==> config.mk <==
export PLATFORM = sky130hd
export DESIGN_NAME = flk_lock_reg
export DESIGN_NICKNAME = d
export VERILOG_FILES = /design/src/rtl/flk_pkg.sv /design/src/rtl/flk_key_gate.sv /design/src/rtl/flk_interlock.sv /design/src/rtl/flk_lock_bank.sv /design/src/rtl/flk_lock_reg.sv
export SDC_FILE = /design/constraint.sdc
export NUM_CORES = 1
export LEC_CHECK = 0
export BUFFER_PORTS_ARGS = -buffer_cell sky130_fd_sc_hd__clkbuf_2
export CAP_MARGIN = 20
export CORE_MARGIN = 4
export CORE_UTILIZATION = 38
export DETAILED_ROUTE_END_ITERATION = 12
export PLACE_DENSITY = 0.88
export SETUP_SLACK_MARGIN = 0.5
export SYNTH_ARGS = -nofsm -noshare
export SYNTH_HDL_FRONTEND = slang
export SYNTH_SLANG_ARGS = --single-unit
==> constraint.sdc <==
create_clock -name clk -period 3.5 [get_ports clk]
set_input_delay 0.875 -clock clk [delete_from_list [all_inputs] [get_ports clk]]
set_output_delay 0.875 -clock clk [all_outputs]
set_load 0.005 [all_outputs]
==> src/rtl/flk_pkg.sv <==
package flk_pkg;
    localparam int unsigned FLK_DATA_W = 32;
    localparam int unsigned FLK_MID_W  = 2;
    localparam int unsigned FLK_LOW_W  = 10;
    localparam int unsigned FLK_NREG   = 1 + FLK_MID_W + FLK_LOW_W;

    // read/write bit positions (LSB-0)
    localparam int unsigned FLK_KEY_POS = 31;
    localparam int unsigned FLK_SHD_POS = 20;
    localparam int unsigned FLK_MID_POS = 16;
    localparam int unsigned FLK_LOW_POS = 0;

    localparam logic [FLK_DATA_W-1:0] FLK_PASSWORD = 32'hA1A1_1111;

    typedef struct packed {
        logic                 shd;
        logic [FLK_MID_W-1:0] mid;
        logic [FLK_LOW_W-1:0] low;
    } flk_locks_t;

    typedef struct packed {
        logic                  en;
        logic [FLK_DATA_W-1:0] data;
    } flk_wr_t;

    function automatic flk_locks_t flk_from_word(input logic [FLK_DATA_W-1:0] w);
        flk_locks_t l;
        l.shd = w[FLK_SHD_POS];
        l.mid = w[FLK_MID_POS +: FLK_MID_W];
        l.low = w[FLK_LOW_POS +: FLK_LOW_W];
        return l;
    endfunction

    function automatic logic [FLK_DATA_W-1:0] flk_to_word(input logic key, input flk_locks_t l);
        logic [FLK_DATA_W-1:0] w;
        w = '0;
        w[FLK_KEY_POS]                = key;
        w[FLK_SHD_POS]                = l.shd;
        w[FLK_MID_POS +: FLK_MID_W]   = l.mid;
        w[FLK_LOW_POS +: FLK_LOW_W]   = l.low;
        return w;
    endfunction
endpackage

==> src/rtl/flk_key_gate.sv <==
module flk_key_gate
    import flk_pkg::*;
(
    input  logic    clk,
    input  logic    rst,
    input  flk_wr_t wr,
    output logic    key_open,
    output logic    is_pw
);
    assign is_pw = wr.en && (wr.data == FLK_PASSWORD);

    always_ff @(posedge clk) begin
        if (rst)        key_open <= 1'b0;
        else if (is_pw) key_open <= 1'b1;
    end

    assert_key_sticky_R2: assert property (@(posedge clk) disable iff (rst)
        key_open |=> key_open);

    assert_key_needs_pw_R3: assert property (@(posedge clk) disable iff (rst)
        $rose(key_open) |-> $past(wr.en && wr.data == FLK_PASSWORD));
endmodule

==> src/rtl/flk_interlock.sv <==
module flk_interlock (
    input  logic clk,
    input  logic rst,
    input  logic op_start,
    input  logic op_done,
    input  logic hv_susp,
    input  logic test_mode,
    output logic frozen
);
    logic pending;

    always_ff @(posedge clk) begin
        if (rst)           pending <= 1'b0;
        else if (op_start) pending <= 1'b1;
        else if (op_done)  pending <= 1'b0;
    end

    assign frozen = pending | op_start | hv_susp | test_mode;

    assert_pend_clear_R6: assert property (@(posedge clk) disable iff (rst)
        (op_done && !op_start) |=> !pending);

    assert_pend_set_R6: assert property (@(posedge clk) disable iff (rst)
        op_start |=> pending);
endmodule

==> src/rtl/flk_lock_bank.sv <==
module flk_lock_bank
    import flk_pkg::*;
(
    input  logic                  clk,
    input  logic                  rst,
    input  logic [FLK_NREG-1:0]   shadow_cfg,
    input  flk_wr_t               wr,
    input  logic                  key_open,
    input  logic                  is_pw,
    input  logic                  frozen,
    output flk_locks_t            locks
);
    logic       upd;
    flk_locks_t nxt;

    assign upd = wr.en && key_open && !is_pw && !frozen;
    assign nxt = flk_from_word(wr.data);

    always_ff @(posedge clk) begin
        if (rst)      locks <= flk_locks_t'(shadow_cfg);
        else if (upd) locks <= nxt;
    end

    assert_frozen_hold_R6: assert property (@(posedge clk) disable iff (rst)
        frozen |=> $stable(locks));

    assert_pw_hold_R4: assert property (@(posedge clk) disable iff (rst)
        is_pw |=> $stable(locks));

    assert_closed_hold_R3: assert property (@(posedge clk) disable iff (rst)
        !key_open |=> $stable(locks));
endmodule

==> src/rtl/flk_lock_reg.sv <==
module flk_lock_reg
    import flk_pkg::*;
(
    input  logic                  clk,
    input  logic                  rst,
    input  logic [FLK_NREG-1:0]   shadow_cfg_i,
    input  logic                  wr_en_i,
    input  logic [FLK_DATA_W-1:0] wr_data_i,
    input  logic                  op_start_i,
    input  logic                  op_done_i,
    input  logic                  hv_susp_i,
    input  logic                  test_mode_i,
    output logic [FLK_DATA_W-1:0] rd_data_o,
    output logic [FLK_NREG-1:0]   lock_out_o
);
    flk_wr_t    wr;
    logic       key_open;
    logic       is_pw;
    logic       frozen;
    flk_locks_t locks;

    assign wr.en   = wr_en_i;
    assign wr.data = wr_data_i;

    flk_key_gate u_key (
        .clk(clk), .rst(rst), .wr(wr), .key_open(key_open), .is_pw(is_pw)
    );

    flk_interlock u_ilk (
        .clk(clk), .rst(rst), .op_start(op_start_i), .op_done(op_done_i),
        .hv_susp(hv_susp_i), .test_mode(test_mode_i), .frozen(frozen)
    );

    flk_lock_bank u_bank (
        .clk(clk), .rst(rst), .shadow_cfg(shadow_cfg_i), .wr(wr),
        .key_open(key_open), .is_pw(is_pw), .frozen(frozen), .locks(locks)
    );

    assign rd_data_o  = flk_to_word(key_open, locks);
    assign lock_out_o = locks;

    assert_rd_key_R9: assert property (@(posedge clk) disable iff (rst)
        rd_data_o[FLK_KEY_POS] == key_open);

    assert_susp_hold_R7: assert property (@(posedge clk) disable iff (rst)
        hv_susp_i |=> $stable(lock_out_o));

    assert_test_hold_R8: assert property (@(posedge clk) disable iff (rst)
        test_mode_i |=> $stable(lock_out_o));
endmodule

* Yosys cells after proc, flatten, opt, wreduce, memory -nomap -nowiden
Cells that the tools add are included.
Word-level totals: flip-flop bits (word level) 15, input port bits 52, output and inout port bits 45, word-level logic and storage cells 21
Operators by class: equal/unequal tests 1, mux-type cells 4, bitwise operators 3, reductions and logical operators 8
Operator list (count):
- $eq 32x32->1 const B | 1
- $mux 13 | 2
- $logic_and 1x1->1 | 4
- $reduce_bool 2->1 | 2
- $or 1x1->1 | 3
- $logic_not 1->1 | 2
- $mux 1 | 2

* Logic depth before layout (Yosys ltp)
Gate-level depths: netlist of run 1.
word-level depth 7, mapped depth 4, gate-level depth less buffers 3

* By module
Synthesis of run 1 repeated with hierarchy kept, for this count alone.
Unflattened totals: cells, all modules 84, area total of the unflattened synthesis 1011.0 um^2
Modules (own cells, without submodules):
- flk_lock_bank | instances 1, cells an instance 29, area an instance 560.5 um^2, seq. area each 390.4 um^2
- flk_lock_reg | instances 1, cells an instance 33, area an instance 244.0 um^2, seq. area each 0.0 um^2
- flk_key_gate | instances 1, cells an instance 17, area an instance 162.7 um^2, seq. area each 20.0 um^2
- flk_interlock | instances 1, cells an instance 5, area an instance 43.8 um^2, seq. area each 20.0 um^2

* Worst setup path after synthesis of run 1
No wires, ideal clock.
kind input to register, start in rst, end reg u_bank.locks[0] (netlist name), setup time 0.391 ns, arrival 1.978 ns, data required time 3.109 ns, path slack 1.131 ns, cell stages on the path 4, buffers on the path 2, path through buf_6 -> buf_2 -> a41oi_1 -> a31oi_1
On the way: word-level cells in the longest chain between the ends 1
Ends and longest elaborated chain:
- start: declaration | line flk_lock_reg.sv:5 | input logic rst,
- $reduce_bool 2->1 (no source line)
Every way passes these cells. A chain may end at the register's enable or synchronous reset.

* Worst setup path in the final report of run 1
start in rst, end reg u_bank.locks[3] (netlist name)
On the way: word-level cells in the longest chain between the ends 1
Ends and longest elaborated chain:
- $reduce_bool 2->1 (no source line)
Every way passes these cells.

==> tab_implementation.tex, run 1 <==
\begin{tabular}{lr}
\hline
Metric & Value \\
\hline
\multicolumn{2}{l}{\textbf{Place}} \\
\quad DP Cell Count & 175 \\
\quad Placer's final routability congestion estimate & 0.650 \\
\quad Placed wire-length estimate after detailed placement & 1800 µm \\
\quad \# port buffers & 78 \\
\multicolumn{2}{l}{\textbf{Timing}} \\
\quad Final critical-path required period & 1.93 ns \\
\quad Final count of hold timing violations & 0 \\
\quad Fin Setup TNS & 0 ns \\
\quad Total of endpoints with negative setup slack in the final report & 0 \\
\quad Worst-case clock skew & 0.00739 ns \\
\quad RSZ-0062 raised after global routing & false \\
\quad Final period utilization & 0.550 \\
\quad Final Max Slew Viols & 0 \\
\quad Maximum clock frequency & 519 MHz \\
\multicolumn{2}{l}{\textbf{Floorplan}} \\
\quad Die footprint & 3470 µm² \\
\quad Horizontal extent of the die & 58.9 µm \\
\quad Starting utilization of the core area & 0.398 \\
\quad Number of placement rows & 18 \\
\quad Area of the core & 2480 µm² \\
\quad Height of the chip & 58.9 µm \\
\quad Boundary Pins & 97 \\
\multicolumn{2}{l}{\textbf{Logic synthesis}} \\
\quad Cells taking the most area after synthesis & edfxtp\_1, buf\_4, mux2\_2, nor4b\_1, dfxtp\_1 \\
\quad Post-synth top cells & buf\_4, edfxtp\_1, mux2\_2, nor4b\_1, nor2\_1 \\
\quad Syn\_area\_per\_cell & 11.9 µm² \\
\quad Share of async-settable or async-resettable flops after synthesis & 0 \\
\quad Unique masters post-synth & 18 \\
\quad Post-Syn Instances & 83 \\
\quad Number of warnings printed during yosys synthesis & 0 \\
\quad Cell type contributing the most total cell area after synthesis & edfxtp\_1 \\
\quad Leading cell type by number of instances after synthesis & buf\_4 \\
\quad Sequential share of the synthesized area & 0.437 \\
\quad Top cell type's share of synthesized area & 0.396 \\
\quad Primary FF master, synth & edfxtp\_1 \\
\quad Count of flip-flops with a built-in enable after synthesis & 13 \\
\quad Cell area after synthesis & 986 µm² \\
\quad Synthesized flop and latch total & 15 \\
\multicolumn{2}{l}{\textbf{Global routing}} \\
\quad Number of antenna violations at the first check in global routing & 0 \\
\quad Via count of the first global-routing pass & 701 \\
\quad Congestion Overflow GR & 0 \\
\quad Largest net degree at the start of global routing & 18 \\
\quad Global router's overall resource usage & 0.116 \\
\quad Global-route wire length before repair & 3040 µm \\
\multicolumn{2}{l}{\textbf{Critical path}} \\
\quad Worst path cell trace & clkbuf\_2, nor4b\_2, and4\_1, a31oi\_1, buf\_4 \\
\quad Startpoint types & input port \\
\quad Maximum fanout along the worst path & 17 \\
\quad Delay of the slowest cell on the worst path & 0.29 ns \\
\quad Worst Setup End Kind & flip-flop \\
\quad Worst path arrival time & 1.96 ns \\
\quad Worst path buffer plus inverter count & 2 \\
\quad Cell type group with the largest total delay on the critical path & simple AND/OR/NAND/NOR gates \\
\quad Critical path class & input port to flip-flop \\
\quad Highest-delay cell along the critical path & nor4b\_2 \\
\quad Worst path required time & 3.53 ns \\
\multicolumn{2}{l}{\textbf{Detailed routing}} \\
\quad DRT Pass-1 Iters & 4 \\
\quad Number of nets with antenna violations after detailed routing & 0 \\
\quad Count of routing violations after the opening detailed-route iteration & 2 \\
\quad Via/cell ratio & 4.35 \\
\quad Wire per inst & 11.5 µm \\
\quad Total via count in the routed design & 779 \\
\quad Drt total wl & 2050 µm \\
\quad Remaining design rule violation count & 0 \\
\multicolumn{2}{l}{\textbf{Layout}} \\
\quad Combined area of the multi-input logic cells & 355 µm² \\
\quad Final net count & 202 \\
\quad Finished Layout Cells & 179 \\
\quad Ratio of cells with drive above 1 in the final layout & 0.658 \\
\quad Sequential cell area in the final layout & 430 µm² \\
\quad Antenna cell count & 0 \\
\quad Layout fillers & 246 \\
\quad Relative area change from synthesis to final layout & 27.4\% \\
\multicolumn{2}{l}{\textbf{Power and ir drop}} \\
\quad Highest ir drop seen on vdd & 0.000161 V \\
\quad Leakage dissipation & 0.656 nW \\
\quad Total power per unit cell area & 321 nW/µm² \\
\multicolumn{2}{l}{\textbf{CTS}} \\
\quad Deepest clock path buffer count & 2 \\
\quad Post-CTS setup buffer count & 0 \\
\quad Root Buffer Master & clkbuf\_4 \\
\quad Later-pin clock latency in the skew report & 0.28 ns \\
\quad Clock transition time at the flip-flop clock pins of the worst setup and hold paths & 0.09 ns \\
\quad H-tree levels & 1 \\
\quad Resized cells post-CTS & 0 \\
\quad \# hold bufs at CTS & 0 \\
\quad Clock tree from TritonCTS & yes \\
\quad Inserted Clock Buffers & 3 \\
\quad Num Clock Sinks & 15 \\
\multicolumn{2}{l}{\textbf{Flow run}} \\
\quad Count of max-cap constraint violations & 0 \\
\multicolumn{2}{l}{\textbf{Worst hold path}} \\
\quad Min-delay worst type & flip-flop to flip-flop \\
\multicolumn{2}{l}{\textbf{Outcome}} \\
\quad Outcome & finished clean \\
\hline
\end{tabular}
==> kinds of logic (layout without fill, tap and decap cells) <==
| group | after synthesis | after routing | synth area share |
|---|---|---|---|
| buffers and inverters | 36 | 85 | 0.268 |
| flip-flops | 15 | 15 | 0.437 |
| AND/OR/NAND/NOR | 14 | 14 | 0.112 |
| multiplexers | 13 | 13 | 0.148 |
| AO/OA/AOI/OAI | 4 | 4 | 0.0317 |
| other | 1 | 18 | 0.00380 |
==> sequential cells by signal, summed over array words and instances, names as in the netlist <==
name and cells:
u_bank.locks 13, u_ilk.pending 1, u_key.key_open 1
==> routing by layer <==
layer / track usage / part of all wire / wire length (µm)
met1: 0.141 / 0.35 / 721
met2: 0.191 / 0.48 / 976
met3: 0.0241 / 0.16 / 330
met4: 0.0583 / 0.012 / 25
met5: 0 / 0 / 0
==> final timing paths <==
| kind | start | end | slack, ns | cells after the start |
|---|---|---|---|---|
| setup / recovery | rst | u_bank.locks[3] | 1.57 | 5 |
| hold / removal | u_ilk.pending | u_ilk.pending | 0.51 | 2 |
| setup reg to reg | u_ilk.pending | u_bank.locks[3] | 2.25 | 4 |
| hold reg to reg | u_ilk.pending | u_ilk.pending | 0.51 | 2 |
==> layout make-up <==
cell class	count	share of cell area
flip-flops and latches	15	0.343
repair buffers	79	0.317
multi-input cells	49	0.283
well taps	30	0.0299
clock buffers	3	0.0179
inverters	2	0.00598
clock inverters	1	0.00398
==> cell usage in the layout, fill, tap and decap left out, drive strengths merged, types with 2 or more instances in the layout <==
cell and instances:
mux2 13, conb 18, dfxtp 2, inv 2, and3 2, edfxtp 13
nor2 3, nor4b 7, clkbuf 81
==> worst register-to-register path: cells and delay by family (launching register included) <==
| kind | cells | cell delay [ns] |
|---|---|---|
| flip-flops | 1 | 0.33 |
| AO/OA/AOI/OAI | 2 | 0.29 |
| AND/OR/NAND/NOR | 1 | 0.10 |
| buffers and inverters | 1 | 0.23 |
==> per-stage QoR <==
stage	power [W]	util	setup slack (ns)	area, µm²	hold WS, ns
after floorplan	0.000288	-	1.13	1050	0.452
after global placement	0.000312	0.496	1.31	1230	0.465
after detailed placement	0.000314	0.496	1.27	1230	0.485
after CTS	0.000408	0.507	1.56	1260	0.506
after global routing	0.000427	0.507	1.48	1260	0.550
final	0.000404	0.507	1.57	1260	0.507
==> report_power, final <==
part	internal (W)	switching (W)
clock network	0.0000423	0.0000533
logic	0.0000520	0.0000373
registers	0.000212	0.00000695
total	0.000306	0.0000976
Power figures use the tool's default switching activity.
==> run 2: changes to the inputs <==
--- a/config.mk
+++ b/config.mk
@@ -8,9 +8,9 @@
 export BUFFER_PORTS_ARGS = -buffer_cell sky130_fd_sc_hd__clkbuf_2
 export CAP_MARGIN = 20
 export CORE_MARGIN = 4
-export CORE_UTILIZATION = 38
+export CORE_UTILIZATION = 32
 export DETAILED_ROUTE_END_ITERATION = 12
-export PLACE_DENSITY = 0.88
+export PLACE_DENSITY = 0.8
 export SETUP_SLACK_MARGIN = 0.5
 export SYNTH_ARGS = -nofsm -noshare
 export SYNTH_HDL_FRONTEND = slang
==> constraint.sdc (replaced) <==
create_clock -name clk -period 1.7 [get_ports clk]
set_input_delay 0.425 -clock clk [delete_from_list [all_inputs] [get_ports clk]]
set_output_delay 0.425 -clock clk [all_outputs]
set_load 0.005 [all_outputs]
==> tab_implementation.tex, run 2 (synthesis results as in run 1) <==
\begin{tabular}{lr}
\hline
Metric & Value \\
\hline
\multicolumn{2}{l}{\textbf{Outcome}} \\
\quad Outcome & finished clean \\
\multicolumn{2}{l}{\textbf{Timing}} \\
\quad Worst-case clock skew & 0.00148 ns (-0.00591 ns) \\
\quad Final period utilization & 0.759 \\
\quad Maximum clock frequency & 775 MHz \\
\quad Final critical-path required period & 1.29 ns \\
\quad Total of endpoints with negative setup slack in the final report & 0 (unchanged) \\
\quad Fin Setup TNS & 0 ns (unchanged) \\
\quad Final count of hold timing violations & 0 (unchanged) \\
\quad Final Max Slew Viols & 0 (unchanged) \\
\quad RSZ-0062 raised after global routing & true \\
\multicolumn{2}{l}{\textbf{Critical path}} \\
\quad Launching point of the worst reg2reg path & u\_ilk.pending \\
\quad Maximum fanout along the worst path & 13 (-4) \\
\quad Reg2Reg Setup Slack & 0.47 ns (-1.78 ns) \\
\quad Worst path required time & 1.74 ns (-1.79 ns) \\
\quad Critical path class & input port to flip-flop \\
\quad Worst path arrival time & 1.34 ns (-0.62 ns) \\
\quad Crit. Startpoint & wr\_data\_i[15] \\
\quad Worst path cell trace & clkbuf\_2, nor4b\_4, and4\_4, a31oi\_4, buf\_12 \\
\quad Path length in cells of the critical path & 5 (unchanged) \\
\quad Startpoint types & input port \\
\quad Delay of the slowest cell on the worst path & 0.29 ns (about the same) \\
\quad Worst path buffer plus inverter count & 2 (unchanged) \\
\quad Highest-delay cell along the critical path & nor4b\_4 \\
\quad Worst Setup End Kind & flip-flop \\
\quad Logic depth of the worst register-to-register path & 4 (unchanged) \\
\quad Cell type group with the largest total delay on the critical path & simple AND/OR/NAND/NOR gates \\
\quad Reg2Reg Capture Point & u\_bank.locks[8] \\
\multicolumn{2}{l}{\textbf{Floorplan}} \\
\quad Number of placement rows & 19 (+1) \\
\quad Die footprint & 4030 µm² (+16\%) \\
\quad Horizontal extent of the die & 63.5 µm (+7.8\%) \\
\quad Boundary Pins & 97 (unchanged) \\
\quad Area of the core & 2850 µm² (+15\%) \\
\quad Starting utilization of the core area & 0.346 (-0.0524) \\
\quad Height of the chip & 63.5 µm (+7.8\%) \\
\multicolumn{2}{l}{\textbf{Detailed routing}} \\
\quad Count of routing violations after the opening detailed-route iteration & 4 (+2) \\
\quad Via/cell ratio & 4.46 (+2.6\%) \\
\quad Remaining design rule violation count & 0 (unchanged) \\
\quad Total via count in the routed design & 826 (+6.0\%) \\
\quad Wire per inst & 12.6 µm (+10\%) \\
\quad Number of nets with antenna violations after detailed routing & 0 (unchanged) \\
\quad DRT Pass-1 Iters & 2 (-2) \\
\quad Drt total wl & 2330 µm (+14\%) \\
\multicolumn{2}{l}{\textbf{Layout}} \\
\quad Largest register by flop count & u\_bank.locks \\
\quad Finished Layout Cells & 185 (+3.4\%) \\
\quad Number of flip-flops under the largest register name & 13 (unchanged) \\
\quad Layout Utilization & 0.485 (-0.0224) \\
\quad Leading cell type in the layout, fill and taps excluded & clkbuf\_2 \\
\quad Ratio of cells with drive above 1 in the final layout & 0.734 (+0.0760) \\
\quad Largest registers & u\_bank.locks (13), u\_ilk.pending (1), u\_key.key\_open (1) \\
\quad Relative area change from synthesis to final layout & 40.2\% \\
\quad Highest-count cells in the layout ignoring fill and taps & clkbuf\_2, conb\_1, mux2\_2, edfxtp\_1 \\
\quad Final net count & 207 (+2.5\%) \\
\quad Antenna cell count & 0 (unchanged) \\
\multicolumn{2}{l}{\textbf{Power and ir drop}} \\
\quad Total power per unit cell area & 620 nW/µm² (+93\%) \\
\quad Highest ir drop seen on vdd & 0.000198 V (+23\%) \\
\quad Leakage dissipation & 0.703 nW (+7.2\%) \\
\multicolumn{2}{l}{\textbf{Place}} \\
\quad DP Cell Count & 178 (+1.7\%) \\
\quad Placer's final routability congestion estimate & 0.655 (+0.75\%) \\
\quad Placed wire-length estimate after detailed placement & 2050 µm (+14\%) \\
\quad \# port buffers & 78 (unchanged) \\
\multicolumn{2}{l}{\textbf{Global routing}} \\
\quad Largest net degree at the start of global routing & 14 (-4) \\
\quad Global router's overall resource usage & 0.115 (-0.000984) \\
\quad Number of antenna violations at the first check in global routing & 0 (unchanged) \\
\quad Global-route wire length before repair & 3690 µm (+22\%) \\
\quad Via count of the first global-routing pass & 853 (+22\%) \\
\quad Congestion Overflow GR & 0 (unchanged) \\
\multicolumn{2}{l}{\textbf{Worst hold path}} \\
\quad Min-Delay Startpoint & op\_start\_i \\
\quad Hold worst-path end & u\_ilk.pending \\
\quad Hold Path Stages & 3 (+1) \\
\quad Min-delay worst type & input port to flip-flop \\
\multicolumn{2}{l}{\textbf{CTS}} \\
\quad Inserted Clock Buffers & 3 (unchanged) \\
\quad Later-pin clock latency in the skew report & 0.27 ns (about the same) \\
\quad Num Clock Sinks & 15 (unchanged) \\
\quad Deepest clock path buffer count & 2 (unchanged) \\
\quad Clock transition time at the flip-flop clock pins of the worst setup and hold paths & 0.09 ns (about the same) \\
\quad Root Buffer Master & clkbuf\_4 \\
\quad \# hold bufs at CTS & 0 (unchanged) \\
\quad Clock tree from TritonCTS & yes \\
\quad H-tree levels & 1 (unchanged) \\
\multicolumn{2}{l}{\textbf{Flow run}} \\
\quad Count of max-cap constraint violations & 0 (unchanged) \\
\hline
\end{tabular}
## run 2: changes by cell type in the layout (fill, tap and decap cells not counted), sizes merged
cell	delta
clkbuf	+1
buf	+5
clkinv	-1
## run 2: how the worst max path moves through the flow
stage	end
CTS	u_bank.locks[5]
floorplan	u_bank.locks[0]
detailed placement	u_bank.locks[7]
global route	u_bank.locks[5]
finish	u_bank.locks[8]
global placement	u_bank.locks[12]
## run 2: cell type report
class | instances | area [µm²]
inverters | 2 | 7.51
well taps | 31 | 38.8
clock buffers | 4 | 26.3
flip-flops and latches | 15 | 432
multi-input cells | 49 | 430
repair buffers | 84 | 448
fillers | 281 | 1470
## run 2: worst register-to-register path: stages, from the launching register on
cell and delay (ns):
dfxtp_1 0.32, nor2_1 0.10, a41oi_1 0.17, a31oi_4 0.20
buf_12 0.16
## run 2: what timing repair did
action | 4_1_cts | 5_1_grt
endpoints found under the setup margin | 40 | 39
setup buffers | 1 | 2
pin swaps | 4 | 2
gates resized for setup | 8 | 4
## run 2: where the power goes
group / internal [W] / switching, W
combinational: 0.000120 / 0.0000883
clock: 0.0000908 / 0.000105
sequential: 0.000436 / 0.0000156
## run 2: metrics by stage
| step | worst slack, ns | cell area, µm² | hold WS [ns] | power (W) |
|---|---|---|---|---|
| floorplan | 0.228 | 1070 | 0.452 | 0.000596 |
| global placement | -0.0639 | 1260 | 0.470 | 0.000652 |
| detailed placement | -0.0844 | 1260 | 0.484 | 0.000655 |
| CTS | 0.405 | 1340 | 0.375 | 0.000868 |
| global route | 0.382 | 1380 | 0.420 | 0.000910 |
| finish | 0.409 | 1380 | 0.385 | 0.000857 |
## run 2: routing by layer
layer / track usage / vias to the layer above / share of wire
li1: - / 394 / -
met1: 0.127 / 362 / 0.37
met2: 0.201 / 68 / 0.48
met3: 0.0462 / 2 / 0.14
met4: 0.0323 / 0 / 0.0056
met5: 0 / - / 0
